[config.mk]
export PLATFORM = sky130hd
export DESIGN_NAME = sched_timer
export DESIGN_NICKNAME = d
export VERILOG_FILES = /design/src/rtl/st_pkg.sv /design/src/rtl/st_sync_edge.sv /design/src/rtl/st_prescaler.sv /design/src/rtl/st_counter.sv /design/src/rtl/sched_timer.sv
export SDC_FILE = /design/constraint.sdc
export NUM_CORES = 1
export LEC_CHECK = 0
export ABC_AREA = 1
export BUFFER_PORTS_ARGS = -buffer_cell sky130_fd_sc_hd__buf_2
export CAP_MARGIN = 20
export CORE_ASPECT_RATIO = 0.8
export CORE_MARGIN = 5
export CORE_UTILIZATION = 32
export DETAILED_ROUTE_END_ITERATION = 8
export GPL_TIMING_DRIVEN = 0
export PLACE_DENSITY = 0.5
export SETUP_SLACK_MARGIN = 0.05
export SYNTH_ARGS = -nofsm -noshare
export SYNTH_HDL_FRONTEND = slang
export SYNTH_SLANG_ARGS = --single-unit
[constraint.sdc]
create_clock -name clk -period 2.2 [get_ports clk]
set_input_delay 0.22 -clock clk [delete_from_list [all_inputs] [get_ports clk]]
set_output_delay 0.22 -clock clk [all_outputs]
set_load 0.05 [all_outputs]
[src/rtl/st_pkg.sv]
package st_pkg;

  localparam int REG_W = 16;
  localparam int DIV_W = 3;

  // control word field positions (software-visible layout)
  localparam int B_TEN   = 0;
  localparam int B_AEN   = 1;
  localparam int B_FLAG  = 6;
  localparam int B_IE    = 7;
  localparam int B_SYNC  = 8;
  localparam int B_DIV   = 9;

  typedef enum logic [1:0] {
    A_CTRL  = 2'd0,
    A_COUNT = 2'd1,
    A_ALARM = 2'd2,
    A_NONE  = 2'd3
  } st_addr_e;

  typedef struct packed {
    logic [DIV_W-1:0] div;
    logic             sync_en;
    logic             ie;
    logic             flag;
    logic             aen;
    logic             ten;
  } st_ctrl_t;

  function automatic logic [REG_W-1:0] pack_ctrl(st_ctrl_t c);
    logic [REG_W-1:0] w;
    w = '0;
    w[B_DIV +: DIV_W] = c.div;
    w[B_SYNC]         = c.sync_en;
    w[B_IE]           = c.ie;
    w[B_FLAG]         = c.flag;
    w[B_AEN]          = c.aen;
    w[B_TEN]          = c.ten;
    return w;
  endfunction

  function automatic st_ctrl_t unpack_ctrl(logic [REG_W-1:0] w);
    st_ctrl_t c;
    c.div     = w[B_DIV +: DIV_W];
    c.sync_en = w[B_SYNC];
    c.ie      = w[B_IE];
    c.flag    = w[B_FLAG];
    c.aen     = w[B_AEN];
    c.ten     = w[B_TEN];
    return c;
  endfunction

endpackage

[src/rtl/st_sync_edge.sv]
module st_sync_edge #(
  parameter int STAGES = 2
) (
  input  logic clk,
  input  logic rst_n,
  input  logic din,
  output logic rise
);
  logic [STAGES-1:0] chain;
  logic              last;

  always_ff @(posedge clk) begin
    if (!rst_n) begin
      chain <= '0;
      last  <= 1'b0;
    end else begin
      chain <= {chain[STAGES-2:0], din};
      last  <= chain[STAGES-1];
    end
  end

  assign rise = chain[STAGES-1] & ~last;
endmodule

[src/rtl/st_prescaler.sv]
module st_prescaler #(
  parameter int DIV_W = 3
) (
  input  logic             clk,
  input  logic             rst_n,
  input  logic             run,
  input  logic             restart,
  input  logic [DIV_W-1:0] sel,
  output logic             tick
);
  localparam int PW = (1 << DIV_W) - 1;
  localparam logic [PW-1:0] ONE = PW'(1);

  logic [PW-1:0] acc;
  logic [PW-1:0] mask;

  // mask = 2^sel - 1; the top select wraps to all ones
  assign mask = (ONE << sel) - ONE;
  assign tick = run && !restart && ((acc & mask) == mask);

  always_ff @(posedge clk) begin
    if (!rst_n)                      acc <= '0;
    else if (!run || restart || tick) acc <= '0;
    else                             acc <= acc + ONE;
  end
endmodule

[src/rtl/st_counter.sv]
module st_counter #(
  parameter int CNT_W = 16
) (
  input  logic             clk,
  input  logic             rst_n,
  input  logic             clear,
  input  logic             load,
  input  logic [CNT_W-1:0] load_val,
  input  logic             step,
  output logic [CNT_W-1:0] cnt,
  output logic [CNT_W-1:0] cnt_nxt,
  output logic             moved
);
  always_comb begin
    cnt_nxt = cnt;
    moved   = 1'b0;
    if (clear) begin
      cnt_nxt = '0;
      moved   = 1'b1;
    end else if (load) begin
      cnt_nxt = load_val;
      moved   = 1'b1;
    end else if (step) begin
      cnt_nxt = cnt + CNT_W'(1);
      moved   = 1'b1;
    end
  end

  always_ff @(posedge clk) begin
    if (!rst_n) cnt <= '0;
    else        cnt <= cnt_nxt;
  end
endmodule

[src/rtl/sched_timer.sv]
module sched_timer
  import st_pkg::*;
#(
  parameter int CNT_W       = 16,
  parameter int SYNC_STAGES = 2
) (
  input  logic             clk,
  input  logic             rst_n,
  input  logic             reg_we,
  input  logic [1:0]       reg_addr,
  input  logic [REG_W-1:0] reg_wdata,
  output logic [REG_W-1:0] reg_rdata,
  input  logic             sync_in,
  output logic             irq
);
  st_ctrl_t         ctrl_q;
  st_ctrl_t         ctrl_wr;
  logic [CNT_W-1:0] alarm_q;
  logic [CNT_W-1:0] cnt_q;
  logic [CNT_W-1:0] cnt_nxt;
  logic             cnt_moved;

  // named internal events
  logic ctrl_we, cnt_we, alm_we;
  logic sync_rise, sync_acc, tick, alarm_hit;
  logic st_ten, st_aen, st_flag, st_ie, st_sync_en;

  assign ctrl_we = reg_we && (st_addr_e'(reg_addr) == A_CTRL);
  assign cnt_we  = reg_we && (st_addr_e'(reg_addr) == A_COUNT);
  assign alm_we  = reg_we && (st_addr_e'(reg_addr) == A_ALARM);
  assign ctrl_wr = unpack_ctrl(reg_wdata);

  st_sync_edge #(.STAGES(SYNC_STAGES)) u_sync (
    .clk(clk), .rst_n(rst_n), .din(sync_in), .rise(sync_rise)
  );

  assign sync_acc = sync_rise && ctrl_q.sync_en;

  st_prescaler #(.DIV_W(DIV_W)) u_pre (
    .clk(clk), .rst_n(rst_n), .run(ctrl_q.ten), .restart(sync_acc),
    .sel(ctrl_q.div), .tick(tick)
  );

  st_counter #(.CNT_W(CNT_W)) u_cnt (
    .clk(clk), .rst_n(rst_n), .clear(sync_acc), .load(cnt_we),
    .load_val(reg_wdata[CNT_W-1:0]), .step(tick),
    .cnt(cnt_q), .cnt_nxt(cnt_nxt), .moved(cnt_moved)
  );

  // a match counts only when the counter moves onto the alarm value
  assign alarm_hit = ctrl_q.ten && ctrl_q.aen && cnt_moved && (cnt_nxt == alarm_q);

  always_ff @(posedge clk) begin
    if (!rst_n) begin
      ctrl_q  <= '0;
      alarm_q <= '0;
    end else begin
      if (ctrl_we) begin
        ctrl_q.div  <= ctrl_wr.div;
        ctrl_q.ie   <= ctrl_wr.ie;
        ctrl_q.aen  <= ctrl_wr.aen;
        ctrl_q.ten  <= ctrl_wr.ten;
      end
      if (sync_acc)     ctrl_q.sync_en <= 1'b0;
      else if (ctrl_we) ctrl_q.sync_en <= ctrl_wr.sync_en;
      if (alarm_hit)                     ctrl_q.flag <= 1'b1;
      else if (ctrl_we && !ctrl_wr.flag) ctrl_q.flag <= 1'b0;
      if (alm_we) alarm_q <= reg_wdata[CNT_W-1:0];
    end
  end

  always_comb begin
    case (st_addr_e'(reg_addr))
      A_CTRL:  reg_rdata = pack_ctrl(ctrl_q);
      A_COUNT: reg_rdata = REG_W'(cnt_q);
      A_ALARM: reg_rdata = REG_W'(alarm_q);
      default: reg_rdata = '0;
    endcase
  end

  assign irq = ctrl_q.ie && ctrl_q.flag;

  assign st_ten     = ctrl_q.ten;
  assign st_aen     = ctrl_q.aen;
  assign st_flag    = ctrl_q.flag;
  assign st_ie      = ctrl_q.ie;
  assign st_sync_en = ctrl_q.sync_en;
endmodule

# Word-level counts from Yosys, hierarchy flattened
# Index checks and enable logic that the tools add are counted.
dict set report classes {
  n_addsub 3
  eq_ne 4
  shift 1
  muxes 9
  bitwise 4
  n_reduce_logical 20
}
# op count
set op_table {}
lappend op_table {{16-bit two-way mux} 3}
lappend op_table {{16-bit one-hot mux with 3 select lines} 1}
lappend op_table {{16-bit by 1-bit adder with 16-bit output, second input constant} 1}
lappend op_table {{16-bit == test} 1}
lappend op_table {{1-bit logical AND} 11}
lappend op_table {{7-bit by 1-bit adder with 7-bit output, second input constant} 1}
lappend op_table {{7-bit bitwise AND} 1}
lappend op_table {{7-bit == test} 1}
lappend op_table {{1-bit by 3-bit left shift with 7-bit output, first input constant} 1}
lappend op_table {{7-bit by 1-bit subtractor with 7-bit output, second input constant} 1}
lappend op_table {{1-bit two-way mux} 5}
lappend op_table {{2-bit OR reduction} 2}
lappend op_table {{1-bit zero test} 3}
lappend op_table {{2-bit by 1-bit == test with 1-bit output, second input constant} 1}
lappend op_table {{2-bit == test, second input constant} 1}
lappend op_table {{2-bit zero test} 1}
lappend op_table {{1-bit logical OR} 2}
lappend op_table {{1-bit NOT} 2}
lappend op_table {{2-bit nonzero test} 1}
lappend op_table {{1-bit bitwise AND} 1}
dict set report word_totals {
  regBits 50
  in_bits 22
  out_inout_bits 17
  elab_cells 52
}

# Depth between registers and ports, before layout
# Gate-level depths: netlist of run 1.
dict set report depth {
  word_depth 12
  depth_mapped 19
  mapped_depth_nobuf 18
}

# Hierarchy
# A second synthesis of run 1 with hierarchy kept.
dict set report hier_totals {
  cells_unflattened 476
  hier_area_um2 3170.5
}
# mod instances cells_each area_each_um2
set by_module_without_submodules {}
lappend by_module_without_submodules {sched_timer 1 220 1549.0}
lappend by_module_without_submodules {st_counter 1 194 1157.4}
lappend by_module_without_submodules {st_prescaler 1 51 371.6}
lappend by_module_without_submodules {st_sync_edge 1 11 92.6}

# Worst setup path after synthesis of run 1
# No wires, ideal clock.
dict set report synth_path {
  path_type {register to register}
  startpoint {register u_cnt.cnt[0]}
  endpoint {register ctrl_q (netlist bit st_flag)}
  arrival_time_ps 1736
  required_ps 2131
  slack_ps 395
  path_stages_with_launch 18
  path_cell_list {dfxtp_1 -> ha_1 -> nand2_1 -> nor2_1 -> nand3_1 -> nand2_1 -> nand2_1 -> nand3_1 -> nand2_1 -> nand2_1 -> nand2_1 -> nand2_1 -> nand2_1 -> nor2_1 -> nand3_1 -> nor2_1 -> nand2_1 -> a21oi_2}
}
dict set report synth_via {
  elab_chain_len 7
  word_cells_on_any_way 8
  classes_between {1 x add/sub; 1 x eq/ne; 4 x mux; 2 x reduce/logical}
}
# item line_no
set synth_lines {}
lappend synth_lines {{from (decl)} st_counter.sv:10} ;# output logic [CNT_W-1:0] cnt,
lappend synth_lines {{from (signal assigned)} st_counter.sv:31} ;# else cnt <= cnt_nxt;
lappend synth_lines {{16-bit by 1-bit adder with 16-bit output} st_counter.sv:24} ;# cnt_nxt = cnt + CNT_W'(1);
lappend synth_lines {{16-bit two-way mux *} st_counter.sv:23} ;# end else if (step) begin
lappend synth_lines {{16-bit two-way mux *} st_counter.sv:20} ;# end else if (load) begin
lappend synth_lines {{16-bit two-way mux *} st_counter.sv:17} ;# if (clear) begin
lappend synth_lines {{16-bit == test *} sched_timer.sv:51} ;# assign alarm_hit = ctrl_q.ten && ctrl_q.aen && cnt_moved && (cnt_nxt == alarm_q);
lappend synth_lines {{1-bit logical AND *} sched_timer.sv:51}
lappend synth_lines {{1-bit two-way mux / 2-bit nonzero test (equally long branches)} --}
lappend synth_lines {{to (decl)} sched_timer.sv:16} ;# st_ctrl_t ctrl_q;
# Mark *: on every way between the ends. The rest lies on a longest branch, timed or not.
# A chain may end at the register's enable or synchronous reset.

# Final worst setup path of run 1
dict set report layout_path {
  startpoint {register ctrl_q (netlist bit st_sync_en)}
  endpoint {register ctrl_q (netlist bit st_flag)}
}
dict set report layout_via {
  elab_chain_len 10
  word_cells_on_any_way 15
  classes_between {1 x eq/ne; 7 x mux; 7 x reduce/logical}
}
# item line_no
set layout_lines {}
lappend layout_lines {{1-bit logical AND *} sched_timer.sv:37} ;# assign sync_acc = sync_rise && ctrl_q.sync_en;
lappend layout_lines {{1-bit zero test} st_prescaler.sv:19} ;# assign tick = run && !restart && ((acc & mask) == mask);
lappend layout_lines {{1-bit logical AND (2 in series)} st_prescaler.sv:19}
lappend layout_lines {{16-bit two-way mux / 1-bit two-way mux (equally long branches)} st_counter.sv:23}
lappend layout_lines {{16-bit two-way mux / 1-bit two-way mux (equally long branches)} st_counter.sv:20}
lappend layout_lines {{16-bit two-way mux / 1-bit two-way mux (equally long branches)} st_counter.sv:17}
lappend layout_lines {{16-bit == test / 1-bit logical AND (equally long branches)} sched_timer.sv:51}
lappend layout_lines {{1-bit logical AND *} sched_timer.sv:51}
lappend layout_lines {{1-bit two-way mux / 2-bit nonzero test (equally long branches)} --}
# Marks and branches as above.

==> out/results.ini, run 1 <==
[cells_and_area]
nets = 588
layout.cells.non_filler = 683
area_growth_pct = 20.19
drive_gt1_frac = 0.1755
diodes = 0

[flow_run]
max_cap_violations = 0

[worst_setup_path]
cp.arrival_ns = 2.33
crit_buf_inv = 1
critPathTopFamily = simple AND/OR/NAND/NOR gates
worstSetupStartpoint = st_sync_en
cpMaxStageDelayCell = dfxtp_1
crit_required_ns = 2.42
worstPathCellList = nand2_1, nor2_4, nor2_4, clkbuf_4, nand3_1, nand3_1, nand2_1, nand2_1, nand3_1, nor2_2, nand3_1, nor2_1, nand2_1, a21oi_2
worst-path-stages = 14
reg2reg_slack_ns = 0.09
r2r_end = st_flag
worstSetupEndpointType = flop
slowest_delay_ns = 0.33
worstSetupEndpoint = st_flag
worstSetupPathType = reg2reg
crit_fanout = 10
reg2reg_depth = 14
r2r_start = st_sync_en
setup.worst_path.start_class = flop

[logic_synthesis]
syn-num-nets = 536
synth-seq-cells = 50
yosysMostFrequentCell = nand2_1
yosys_warnings = 0
yosysSeqAreaShare = 0.3192
synth_area_per_cell_um2 = 6.124
async_flop_share = 0
synth_area_leader_cell = dfxtp_1
synthCells = 512
synth_edf_count = 0
synth_area_mm2 = 0.003136
ys.flop_type = dfxtp_1
synthTopCellsByArea = dfxtp_1 (32%), nand2_1 (17%), nor2_1 (9.0%)
synth_cell_types = 31
netlist.area_leader.share = 0.3192
synthTopCellsByCount = nand2_1 (143), nor2_1 (75), inv_1 (62)

[clock_network]
htreeDepth = 2
path_clk_slew_ns = 0.06
clkSinkCount = 50
root_buffer = clkbuf_16
numCtsBuffers = 5
cts_tree = built
clockBufferDepth = 2
clk_latency_ns = 0.29

[routing]
wirelength_um = 10660
viasPerCell = 5.081
vias = 3470
ant_nets = 0
first_iter_violations = 215
drc = 0
wire_per_inst_um = 15.60
dr.pass1.iters = 6

[timing]
slew_headroom = 0.5082
setup_viol = 0
fin_crit_ns = 2.108
rsz0062_at_grt = true
max_freq_mhz = 474.3
finClkSkew_ns = 0.004305
slew_viol_final = 0
hold_viol_final = 0
tightest_slew_ns = 0.7376
setup_ws_ns = 0.09169
period_share = 0.9583
holdWs_ns = 0.1100

[die]
ios = 39
fp.dieH_um = 98.54
dieArea_mm2 = 0.01189
core_mm2 = 0.009609
die_w_um = 120.7
rows = 32
initial_core_util = 0.3263

[placed_design]
dp.cells = 668
finalWeightedCongestion = 0.9126
portBuffers = 37
dp_slack_ns = -0.1292
dp_hpwl_um = 7937

[global_routing]
grt.overflow.total = 0
grt.total_usage = 0.1843
grt_pass1_vias = 3335
grt_pass1_wl_um = 17260
grt_max_degree = 14
antenna_found_initial = 0

[power_and_ir_drop]
p_total_uw = 2310
vdd_drop_max_mv = 0.2583
p_per_area_mw_per_mm2 = 612.9
total_leakage_power_uw = 0.001687

[min_path]
hp-class = in2reg

[outcome]
outcome = finished clean

==> cell type report <==
cell class                      instances  area (µm²)
Sequential cell                        50        1015
Inverter                               67       254.0
Clock buffer                            7       132.6
Timing Repair Buffer                   46       269.0
Tap cell                              119       148.9
Buffer                                 15       82.58
Multi-Input combinational cell        379        1867
Fill cell                            1081        5841
==> sequential cells by signal (all words and copies together) (netlist names) <==
name          flops
st_ten            1
u_sync.last       1
alarm_q          16
st_aen            1
ctrl_q            3
u_pre.acc         7
u_sync.chain      2
u_cnt.cnt        16
st_flag           1
st_ie             1
st_sync_en        1
==> cells in the final DEF, fill, tap and decap left out, types with 8 or more instances in the layout <==
cell / count
a21oi_1: 27
buf_2: 40
clkbuf_1: 11
dfxtp_1: 43
inv_1: 62
nand2_1: 141
nand3_1: 44
nand4_1: 8
nor2_1: 68
nor2_4: 9
o21ai_0: 23
o22ai_1: 8
xor2_1: 8
==> worst min-delay path by stage <==
stage                      endpoint  slack, ns       startpoint  depth (start not counted)
floorplan           u_sync.chain[0]       0.32          sync_in                          2
global placement    u_sync.chain[1]       0.39  u_sync.chain[0]                          2
detailed placement  u_sync.chain[1]       0.41  u_sync.chain[0]                          2
CTS                 u_sync.chain[0]       0.11          sync_in                          3
global route        u_sync.chain[0]       0.11          sync_in                          3
finish              u_sync.chain[0]       0.11          sync_in                          3
==> worst reg2reg max path, stage by stage, from the launching register on <==
cell,delay [ns]
dfxtp_1,0.33
nand2_1,0.11
nor2_4,0.06
nor2_4,0.24
clkbuf_4,0.29
nand3_1,0.10
nand3_1,0.11
nand2_1,0.07
nand2_1,0.06
nand3_1,0.11
nor2_2,0.14
nand3_1,0.08
nor2_1,0.14
nand2_1,0.09
a21oi_2,0.11
==> what timing repair did <==
action	in CTS	in global routing
hold buffers	0	0
gates resized for setup	6	26
pin swaps	2	4
setup buffers	8	0
endpoints found under the setup margin	1	1
cloned	0	1
==> where the power goes <==
group,total (µW),switching (µW),internal (µW)
combinational,553,371,182
clock,757,339,418
sequential,1000,45.8,954
==> logic make-up after synthesis <==
logic type / count (synthesis) / synth area share
compound gates: 74 / 0.1357
simple gates: 294 / 0.4058
buf+inv: 83 / 0.1061
flops: 50 / 0.3192
xor+xnor: 9 / 0.02514
fa+ha+maj: 2 / 0.007980
==> through the flow <==
stage	TNS, ns	instance area, µm²	util
floorplan	0	3136	-
global placement	-0.1414	3470	0.3611
detailed placement	-0.1292	3470	0.3611
CTS	0	3689	0.3839
global route	-0.03497	3769	0.3922
finish	0	3769	0.3922
==> layer usage <==
layer / up-vias / global-route usage / wire length (µm)
met5: - / 0 / 0
met4: 0 / 0.04617 / 170
met2: 82 / 0.2838 / 4566
li1: 1751 / - / -
met3: 20 / 0.04016 / 516
met1: 1617 / 0.2620 / 5403
Note: power is estimated with default switching activity, not from simulation.
==> inputs of run 2 (changes only) <==
- CELL_PAD_IN_SITES_DETAIL_PLACEMENT: unset -> 1
- CELL_PAD_IN_SITES_GLOBAL_PLACEMENT: unset -> 1
- PLACE_DENSITY: 0.5 -> 0.67
==> out/results.ini, run 2 (synthesis gave the netlist of run 1 again) <==
[worst_setup_path]
slowest_delay_ns = 0.38  ; +0.05 ns
setup.worst_path.start_class = flop
worstPathCellList = nor2_4, nand2_2, nand2_2, nand2_2, nor2_4, nand3_4, buf_8, buf_4, a31oi_1, nand3_1, nor2_2, nand3_1, nor2_4, nand2_1, a21oi_2
crit_required_ns = 2.43  ; about the same
crit_buf_inv = 2  ; +1
reg2reg_slack_ns = -0.003  ; -0.10 ns
cp.arrival_ns = 2.43  ; +0.10 ns
worstSetupEndpointType = flop
critPathTopFamily = simple AND/OR/NAND/NOR gates
crit_fanout = 6  ; -4
worstSetupPathType = reg2reg
cpMaxStageDelayCell = dfxtp_4

[cells_and_area]
diodes = 0  ; unchanged
area_growth_pct = 25.46
final_common_cell = nand2_1
drive_gt1_frac = 0.2251  ; +0.04960
final_cell_mix = nand2_1 (128), nor2_1 (65), inv_1 (59)
nets = 596  ; +1.4%
top_regs = alarm_q x16, u_cnt.cnt x16, u_pre.acc x7
layout.cells.non_filler = 692  ; +1.3%

[global_routing]
grt-busiest-layer = met2
grt.total_usage = 0.2074  ; +0.02308
grt_pass1_vias = 3736  ; +12%
grt_max_degree = 15  ; +1
groute.layer.met1.usage = 0.2811  ; +0.01910
grtUsageMet2 = 0.3409  ; +0.05711
grt.overflow.total = 0  ; unchanged
gr-usage-met3 = 0.03270  ; -0.007458
grt_pass1_wl_um = 19270  ; +12%
antenna_found_initial = 0  ; unchanged

[die]
dieArea_mm2 = 0.01189  ; unchanged
core_mm2 = 0.009609  ; unchanged
ios = 39  ; unchanged
initial_core_util = 0.3263  ; unchanged
rows = 32  ; unchanged
die_w_um = 120.7  ; unchanged
fp.dieH_um = 98.54  ; unchanged

[clock_network]
numCtsBuffers = 5  ; unchanged
clkSinkCount = 50  ; unchanged
clockBufferDepth = 2  ; unchanged
clk_latency_ns = 0.30  ; about the same
cts_tree = built
root_buffer = clkbuf_16
htreeDepth = 2  ; unchanged
postCtsHoldBufs = 0  ; unchanged
path_clk_slew_ns = 0.07  ; about the same

[placed_design]
dp.cells = 668  ; unchanged
finalWeightedCongestion = 0.8794  ; -3.6%
dp_slack_ns = -0.2347  ; -0.1055 ns
portBuffers = 37  ; unchanged
dp_hpwl_um = 8753  ; +10%

[routing]
drc = 0  ; unchanged
viasPerCell = 5.150  ; +1.4%
wirelength_um = 12090  ; +13%
ant_nets = 0  ; unchanged
first_iter_violations = 192  ; -11%
dr.pass1.iters = 4  ; -2
wire_per_inst_um = 17.47  ; +12%
vias = 3564  ; +2.7%

[timing]
holdWs_ns = 0.1065  ; -0.003479 ns
setup_viol = 1  ; +1
finClkSkew_ns = 0.007007  ; +0.002702 ns
tightest_slew_ns = 0.7898  ; +0.05215 ns
fin_crit_ns = 2.203  ; +0.09501 ns
rsz0062_at_grt = true
slew_headroom = 0.4735  ; -0.03477
setup_ws_ns = -0.003316  ; -0.09501 ns
tns_ns = -0.003316  ; -0.003316 ns
hold_viol_final = 0  ; unchanged
period_share = 1.002  ; +0.04319
max_freq_mhz = 453.9  ; -4.3%
slew_viol_final = 0  ; unchanged

[power_and_ir_drop]
total_leakage_power_uw = 0.001748  ; +3.6%
p_total_uw = 2535  ; +9.7%
p_per_area_mw_per_mm2 = 644.4  ; +5.1%
vdd_drop_max_mv = 0.2929  ; +13%

[outcome]
violations = negative setup slack
outcome = finished, violations left

[flow_run]
max_cap_violations = 0  ; unchanged

[min_path]
hp-class = in2reg

run 2: cell types whose count changed in the layout (fill, tap and decap cells not counted), sizes merged:
cell	delta
bufinv	+1
clkbuf	-1
buf	+9
run 2: per-layer routing:
metal,up-vias,wire length [µm]
li1,1769,-
met1,1712,5737
met2,70,5588
met3,13,589
met4,0,172
met5,-,0
run 2: layout make-up:
class | count | area [µm²]
repair buffers | 54 | 320.3
plain buffers | 15 | 82.58
flip-flops and latches | 50 | 1015
clock inverters | 1 | 30.03
fillers | 1283 | 5675
clock buffers | 7 | 132.6
inverters | 67 | 259.0
well taps | 119 | 148.9
multi-input cells | 379 | 1946
run 2: worst paths after layout:
| path | start | end | cells past startpoint |
|---|---|---|---|
| worst min register to register | u_sync.chain[0] | u_sync.chain[1] | 2 |
| worst max-delay path | ctrl_q[6] | st_flag | 15 |
| worst min-delay path | sync_in | u_sync.chain[0] | 3 |
| worst max register to register | ctrl_q[6] | st_flag | 15 |
run 2: worst min-delay path: stages:
cell     delay (ns)
buf_2          0.07
nand2_1        0.04
inv_1          0.04
run 2: repair_timing:
item	4_1_cts	5_1_grt
hold endpoints to repair	0	0
gates resized for setup	36	27
pin swaps	11	14
setup endpoints to repair	1	1
setup buffers	14	3
run 2: metrics by stage:
step	cell area [µm²]	util
global placement	3470	0.3611
CTS	3834	0.3990
detailed placement	3470	0.3611
finish	3934	0.4094
floorplan	3136	-
global route	3934	0.4094
run 2: where the power goes:
| part | switching, µW | total, µW | internal, µW |
|---|---|---|---|
| registers | 48.7 | 1000 | 952 |
| logic | 410 | 621 | 211 |
| clock network | 374 | 913 | 540 |
| total | 832 | 2540 | 1700 |
